### src/rtl/sdram_dec_pkg.sv
package sdram_dec_pkg;

    typedef enum logic [2:0] {
        CMD_NOP,
        CMD_ACT,
        CMD_RD,
        CMD_WR,
        CMD_PRE,
        CMD_PREA
    } cmd_e;

endpackage

### src/rtl/sdram_pin_decode.sv
module sdram_pin_decode
    import sdram_dec_pkg::*;
#(
    parameter int BANK_W = 2,
    parameter int ROW_W  = 13,
    parameter int COL_W  = 11,
    parameter int AP_BIT = 10
) (
    input  logic              en,
    input  logic              cs_n,
    input  logic              ras_n,
    input  logic              cas_n,
    input  logic              we_n,
    input  logic [BANK_W-1:0] ba,
    input  logic [ROW_W-1:0]  addr,
    output cmd_e              cmd,
    output logic [BANK_W-1:0] bank,
    output logic [ROW_W-1:0]  row,
    output logic [COL_W-1:0]  col,
    output logic              ap
);

    // bank number is the select pair read in reverse bit order
    for (genvar i = 0; i < BANK_W; i++) begin : g_bank_rev
        assign bank[i] = ba[BANK_W-1-i];
    end

    assign row = addr;
    assign ap  = addr[AP_BIT];
    // column skips the flag bit
    assign col = {addr[COL_W:AP_BIT+1], addr[AP_BIT-1:0]};

    always_comb begin
        cmd = CMD_NOP;
        if (en && !cs_n) begin
            unique case ({ras_n, cas_n, we_n})
                3'b011:  cmd = CMD_ACT;
                3'b101:  cmd = CMD_RD;
                3'b100:  cmd = CMD_WR;
                3'b010:  cmd = addr[AP_BIT] ? CMD_PREA : CMD_PRE;
                default: cmd = CMD_NOP;
            endcase
        end
    end

endmodule

### src/rtl/sdram_cke_monitor.sv
module sdram_cke_monitor (
    input  logic clk,
    input  logic rst_n,
    input  logic cke,
    output logic en,
    output logic pd,
    output logic viol
);

    typedef struct packed {
        logic pd;
        logic chg;
        logic viol;
    } cke_st_t;

    cke_st_t st_d, st_q;
    logic    level_change;

    // last sampled level is ~pd_q; a change means cke equals pd_q
    assign level_change = (cke == st_q.pd);

    always_comb begin
        st_d      = st_q;
        st_d.pd   = ~cke;
        st_d.chg  = level_change;
        st_d.viol = st_q.chg && level_change;
    end

    always_ff @(posedge clk or negedge rst_n) begin
        if (!rst_n) st_q <= '0;
        else        st_q <= st_d;
    end

    assign en   = cke && !st_q.pd;
    assign pd   = st_q.pd;
    assign viol = st_q.viol;

    a_r12_viol_after_toggle: assert property (@(posedge clk) disable iff (!rst_n)
        st_q.viol |-> (st_q.pd != $past(st_q.pd)));

endmodule

### src/rtl/sdram_bank_table.sv
module sdram_bank_table
    import sdram_dec_pkg::*;
#(
    parameter int BANK_W = 2,
    parameter int ROW_W  = 13,
    localparam int NB    = 1 << BANK_W
) (
    input  logic              clk,
    input  logic              rst_n,
    input  cmd_e              cmd,
    input  logic [BANK_W-1:0] bank,
    input  logic [ROW_W-1:0]  row,
    input  logic              ap,
    output logic [NB-1:0]     open_vec,
    output logic [ROW_W-1:0]  sel_row,
    output logic              issue_act,
    output logic              issue_rd,
    output logic              issue_wr,
    output logic              issue_pre,
    output logic              issue_prea,
    output logic              err_no_row,
    output logic              err_row_open
);

    typedef struct packed {
        logic [NB-1:0]            open;
        logic [NB-1:0][ROW_W-1:0] rows;
    } tbl_t;

    tbl_t tbl_d, tbl_q;
    logic bank_is_open;

    assign bank_is_open = tbl_q.open[bank];
    assign sel_row      = tbl_q.rows[bank];

    always_comb begin
        tbl_d        = tbl_q;
        issue_act    = 1'b0;
        issue_rd     = 1'b0;
        issue_wr     = 1'b0;
        issue_pre    = 1'b0;
        issue_prea   = 1'b0;
        err_no_row   = 1'b0;
        err_row_open = 1'b0;
        unique case (cmd)
            CMD_ACT: begin
                if (bank_is_open) begin
                    err_row_open = 1'b1;
                end else begin
                    issue_act        = 1'b1;
                    tbl_d.open[bank] = 1'b1;
                    tbl_d.rows[bank] = row;
                end
            end
            CMD_RD, CMD_WR: begin
                if (!bank_is_open) begin
                    err_no_row = 1'b1;
                end else begin
                    issue_rd = (cmd == CMD_RD);
                    issue_wr = (cmd == CMD_WR);
                    if (ap) tbl_d.open[bank] = 1'b0;
                end
            end
            CMD_PRE: begin
                issue_pre        = 1'b1;
                tbl_d.open[bank] = 1'b0;
            end
            CMD_PREA: begin
                issue_prea = 1'b1;
                tbl_d.open = '0;
            end
            default: ;
        endcase
    end

    always_ff @(posedge clk or negedge rst_n) begin
        if (!rst_n) tbl_q <= '0;
        else        tbl_q <= tbl_d;
    end

    assign open_vec = tbl_q.open;

    a_r7_access_needs_open: assert property (@(posedge clk) disable iff (!rst_n)
        (issue_rd || issue_wr) |-> bank_is_open);

    a_r8_act_needs_closed: assert property (@(posedge clk) disable iff (!rst_n)
        issue_act |-> !bank_is_open);

endmodule

### src/rtl/sdram_cmd_decoder.sv
module sdram_cmd_decoder
    import sdram_dec_pkg::*;
#(
    parameter int BANK_W = 2,
    parameter int ROW_W  = 13,
    parameter int COL_W  = 11,
    parameter int AP_BIT = 10,
    localparam int NB    = 1 << BANK_W
) (
    input  logic              clk,
    input  logic              rst_n,
    input  logic              cs_n,
    input  logic              ras_n,
    input  logic              cas_n,
    input  logic              we_n,
    input  logic              cke,
    input  logic [BANK_W-1:0] ba,
    input  logic [ROW_W-1:0]  addr,
    output logic              act_v,
    output logic              rd_v,
    output logic              wr_v,
    output logic              pre_v,
    output logic              pre_all_v,
    output logic [BANK_W-1:0] cmd_bank,
    output logic [ROW_W-1:0]  cmd_row,
    output logic [COL_W-1:0]  cmd_col,
    output logic              auto_pre,
    output logic              err_no_row,
    output logic              err_row_open,
    output logic [NB-1:0]     bank_open,
    output logic              pwr_down,
    output logic              cke_viol
);

    typedef struct packed {
        logic              act;
        logic              rd;
        logic              wr;
        logic              pre;
        logic              prea;
        logic [BANK_W-1:0] bank;
        logic [ROW_W-1:0]  row;
        logic [COL_W-1:0]  col;
        logic              ap;
        logic              e_nr;
        logic              e_ro;
    } rep_t;

    rep_t rep_d, rep_q;

    logic              dec_en;
    cmd_e              dec_cmd;
    logic [BANK_W-1:0] dec_bank;
    logic [ROW_W-1:0]  dec_row;
    logic [COL_W-1:0]  dec_col;
    logic              dec_ap;
    logic [ROW_W-1:0]  tbl_row;
    logic i_act, i_rd, i_wr, i_pre, i_prea, i_enr, i_ero;

    sdram_cke_monitor u_cke (
        .clk  (clk),
        .rst_n(rst_n),
        .cke  (cke),
        .en   (dec_en),
        .pd   (pwr_down),
        .viol (cke_viol)
    );

    sdram_pin_decode #(
        .BANK_W(BANK_W), .ROW_W(ROW_W), .COL_W(COL_W), .AP_BIT(AP_BIT)
    ) u_dec (
        .en   (dec_en),
        .cs_n (cs_n),
        .ras_n(ras_n),
        .cas_n(cas_n),
        .we_n (we_n),
        .ba   (ba),
        .addr (addr),
        .cmd  (dec_cmd),
        .bank (dec_bank),
        .row  (dec_row),
        .col  (dec_col),
        .ap   (dec_ap)
    );

    sdram_bank_table #(
        .BANK_W(BANK_W), .ROW_W(ROW_W)
    ) u_tbl (
        .clk         (clk),
        .rst_n       (rst_n),
        .cmd         (dec_cmd),
        .bank        (dec_bank),
        .row         (dec_row),
        .ap          (dec_ap),
        .open_vec    (bank_open),
        .sel_row     (tbl_row),
        .issue_act   (i_act),
        .issue_rd    (i_rd),
        .issue_wr    (i_wr),
        .issue_pre   (i_pre),
        .issue_prea  (i_prea),
        .err_no_row  (i_enr),
        .err_row_open(i_ero)
    );

    always_comb begin
        rep_d      = '0;
        rep_d.act  = i_act;
        rep_d.rd   = i_rd;
        rep_d.wr   = i_wr;
        rep_d.pre  = i_pre;
        rep_d.prea = i_prea;
        rep_d.e_nr = i_enr;
        rep_d.e_ro = i_ero;
        if (i_act || i_rd || i_wr || i_pre) rep_d.bank = dec_bank;
        if (i_act) rep_d.row = dec_row;
        if (i_rd || i_wr) begin
            rep_d.row = tbl_row;
            rep_d.col = dec_col;
            rep_d.ap  = dec_ap;
        end
    end

    always_ff @(posedge clk or negedge rst_n) begin
        if (!rst_n) rep_q <= '0;
        else        rep_q <= rep_d;
    end

    assign act_v        = rep_q.act;
    assign rd_v         = rep_q.rd;
    assign wr_v         = rep_q.wr;
    assign pre_v        = rep_q.pre;
    assign pre_all_v    = rep_q.prea;
    assign cmd_bank     = rep_q.bank;
    assign cmd_row      = rep_q.row;
    assign cmd_col      = rep_q.col;
    assign auto_pre     = rep_q.ap;
    assign err_no_row   = rep_q.e_nr;
    assign err_row_open = rep_q.e_ro;

    a_r3_one_command: assert property (@(posedge clk) disable iff (!rst_n)
        $onehot0({act_v, rd_v, wr_v, pre_v, pre_all_v, err_no_row, err_row_open}));

    a_r2_deselect_quiet: assert property (@(posedge clk) disable iff (!rst_n)
        cs_n |=> !(act_v || rd_v || wr_v || pre_v || pre_all_v || err_no_row || err_row_open)
                 && $stable(bank_open));

    a_r9_prea_clears: assert property (@(posedge clk) disable iff (!rst_n)
        pre_all_v |-> (bank_open == '0));

    a_r10_autopre_closes: assert property (@(posedge clk) disable iff (!rst_n)
        ((rd_v || wr_v) && auto_pre) |-> !bank_open[cmd_bank]);

    a_r11_pd_quiet: assert property (@(posedge clk) disable iff (!rst_n)
        pwr_down |=> !(act_v || rd_v || wr_v || pre_v || pre_all_v || err_no_row || err_row_open));

endmodule

### config.mk
export PLATFORM = sky130hd
export DESIGN_NAME = sdram_cmd_decoder
export DESIGN_NICKNAME = d
export VERILOG_FILES = /design/src/rtl/sdram_dec_pkg.sv /design/src/rtl/sdram_pin_decode.sv /design/src/rtl/sdram_cke_monitor.sv /design/src/rtl/sdram_bank_table.sv /design/src/rtl/sdram_cmd_decoder.sv
export SDC_FILE = /design/constraint.sdc
export NUM_CORES = 1
export LEC_CHECK = 0
export BUFFER_PORTS_ARGS = -buffer_cell sky130_fd_sc_hd__buf_2
export CAP_MARGIN = 20
export CELL_PAD_IN_SITES_DETAIL_PLACEMENT = 0
export CELL_PAD_IN_SITES_GLOBAL_PLACEMENT = 2
export CORE_MARGIN = 2
export CORE_UTILIZATION = 25
export DETAILED_ROUTE_END_ITERATION = 10
export PLACE_DENSITY_LB_ADDON = 0.1
export SETUP_SLACK_MARGIN = 0.3
export SLEW_MARGIN = 20
export SYNTH_ARGS = -nofsm -noshare
export SYNTH_HDL_FRONTEND = slang
export SYNTH_SLANG_ARGS = --single-unit
### constraint.sdc
create_clock -name clk -period 2.7 [get_ports clk]
set_input_delay 0.135 -clock clk [delete_from_list [all_inputs] [get_ports clk]]
set_output_delay 0.135 -clock clk [all_outputs]
set_load 0.02 [all_outputs]
==> results by group <==
Cells and area
  • Nets: 351
  • Ant diodes: 0
  • Layout cells sized above 1: 0.427
  • Non-filler cells, final: about 540
  • Area grow syn2layout: 23.0%

Logic synthesis
  • Avg Cell Area, Syn: between 15 and 20 um2
  • Post-synth EDFFs: 0
  • Yosys top cell by area: dfrtp_1
  • Count leader, synth: dfrtp_1
  • Register area share after synthesis: 0.594
  • Synth top area cells: dfrtp_1 (59%), mux2_2 (9.8%), mux4_2 (8.0%)
  • Area fraction of the dominant cell type after synthesis: 0.594
  • Synthesized cell area: 3920 um2
  • Syn. warnings: 0
  • Netlist cell types: 36
  • Syn Inst Count: 260
  • Synth cell count leaders: dfrtp_1 (93), mux2_2 (34), mux2_1 (20), mux4_2 (14), a22o_1 (13)
  • Yosys reg bits: a little over 90
  • Main synth FF type: dfrtp_1
  • Syn Nets: 283
  • Asr flop ratio synth: 1.00

CTS
  • Clock sinks: 93
  • H-tree level count: 3
  • Clock Tree Buf Depth: 2
  • CTS tree: done
  • Post-CTS setup buffer count: 0
  • Clk root buf: clkbuf_16
  • Clk slew on worst S/H paths: 0.06 ns
  • Worst skew pair latency: approximately 0.35 ns
  • Num CTS Buffers: 9

STA
  • Final number of setup-violating endpoints: 0
  • RSZ-0062 raised after global routing: no
  • Fmax: around 0.45 GHz
  • Max-slew headroom: 0.619
  • Final Hold Vio Count: 0
  • Hold slack: between 0.05 and 0.06 ns
  • Fin Clk Skew: 0.00774 ns
  • Slew Limit Fails: 0
  • Crit share post-route: 0.827
  • Worst-margin pin slew: approximately 0.57 ns
  • Min cycle time layout: between 2 and 2.5 ns
  • Setup TNS: 0 ns

Pwr
  • P_int: approximately 0.0025 W
  • Seq pwr share: 0.465
  • Sw Share: 0.260
  • Lkg Pwr: between 2 and 2.5 nW
  • Switching power total: 0.000863 W
  • Part of the power in combinational logic: 0.134
  • Power Density: approximately 700 nW/um2
  • Power share of the clock group: 0.401
  • Peak supply drop: between 0.0002 and 0.0003 V
  • Total power: 0.00332 W

Route
  • Vias per Instance: about 4.4
  • Vias: 2405
  • Drt pass-1 iters: 4
  • Routed WL per cell: approximately 18 um
  • Total Routed Length: just under 10000 um
  • Residual DRC: 0
  • Final ANT Viol Nets: 0
  • DRC violation total after the first TritonRoute iteration: slightly below 100

Global routing
  • First-pass GRT wire length: 15200 um
  • M3 GR Usage: 0.0273
  • Largest net degree at the start of global routing: 58
  • GR peak layer: met2
  • Number of global-route vias before repair: between 2000 and 3000
  • Met1 global-route usage: 0.168
  • Initial antenna violation count: 0
  • Remaining Overflow, GRT: 0
  • Tot GR Track Use: 0.125
  • Routing usage on met2: 0.193

Critical path
  • CP Launch Type: input port
  • Crit path kind: in -> reg
  • CP Capture Type: register
  • Crit path DAT: around 2.5 ns
  • CP Max Fanout: 13
  • Critical Path RT: a little under 3 ns
  • Cell count of the worst reg-to-reg path: 6

Floorplan
  • Die footprint: roughly 17000 um2
  • Chip Height: between 100 and 150 um
  • Core area: about 15000 um2
  • Io pins: 62
  • Initial Utilization: 0.257
  • Row count: 45
  • Die Wd: between 100 and 150 um

Placed design
  • Port bufs: just over 60
  • Hpwl dp: roughly 6500 um
  • Dpl cells: about 530
  • Routability cong.: 0.745

Hold path
  • Hold crit path type: in -> reg
  • Hold Path Stages: 2

Outcome
  • Status: finished clean

Job
  • Maxcap violations: 0
-- timing repair --
action	in CTS	in global routing
endpoints found under the setup margin	0	22
gates resized for setup	0	2
hold buffers	2	0
hold endpoints to repair	37	0
-- path summary, 6_finish.rpt --
kind,from,endpoint,slack (ns)
max,cke,register,0.47
min in group asynchronous,rst_n,cmd_col[6],0.30
min reg2reg,u_cke.st_q[1],u_cke.viol,0.45
max reg2reg,u_cke.pd,register,0.47
min,ba[1],u_tbl.open_vec[0],0.06
max in group asynchronous,rst_n,u_cke.st_q[1],1.71
-- cell families (layout without fill, tap and decap cells) --
logic type	count (synthesis)	in the layout	share of synthesized area
flip-flops	93	93	0.594
multiplexers	69	69	0.238
AND/OR/NAND/NOR	44	44	0.0731
AO/OA/AOI/OAI	29	29	0.0597
buffers and inverters	24	94	0.0322
adder cells (fa/ha/maj)	1	1	0.00319
-- cells in the final DEF (no fill, tap or decap), drive strengths merged, types with 2 or more instances in the layout --
master and instances:
a22o 13, nand2 5, nor3 6, buf 71
mux4 14, nand2b 2, dlygate4sd3 2, bufinv 2
nor2b 4, mux2 54, and2 4, a21oi 3
o31a 2, and3 12, clkbuf 9, o22ai 3
inv 8, a222oi 2, nor4bb 2, nor2 4
a221oi 2, dfrtp 93, nand3 2
-- power by group through the flow --
| stage | clock network (W) | registers (W) | logic (W) |
|---|---|---|---|
| 2_1_floorplan | 0 | 0.00156 | 0.000299 |
| 3_3_place_gp | 0 | 0.00156 | 0.000461 |
| 3_5_place_dp | 0 | 0.00157 | 0.000455 |
| 4_1_cts | 0.00138 | 0.00154 | 0.000458 |
| 5_1_grt | 0.00143 | 0.00155 | 0.000496 |
| 6_report | 0.00133 | 0.00154 | 0.000444 |
-- worst max-delay path, cell delays in order --
cell	delay, ns
dlygate4sd3_1	0.52
buf_2	0.11
ha_1	0.19
or4bb_4	0.59
nor3_4	0.23
and2_4	0.31
mux2_2	0.36
-- stage by stage --
step	setup WS (ns)	instance area, um2	utilization
detailed placement	0.405	4490	0.294
global route	0.358	4820	0.316
finish	0.467	4820	0.316
floorplan	0.365	3920	-
global placement	0.463	4490	0.294
CTS	0.390	4810	0.315
-- layout make-up --
cell class	instances	area [um2]
Multi-Input combinational cell	143	1480
Clock inverter	4	76.3
Clock buffer	9	225
Tap cell	211	264
Sequential cell	93	2330
Timing Repair Buffer	73	415
Fill cell	1525	10400
Inverter	8	30.0
-- metal layers --
layer  wire [um]  up-vias
met2        4500       39
met5           0        -
met1        4640     1257
met3         276       11
li1            -     1098
met4         185        0
Power figures use the tool's default switching activity.
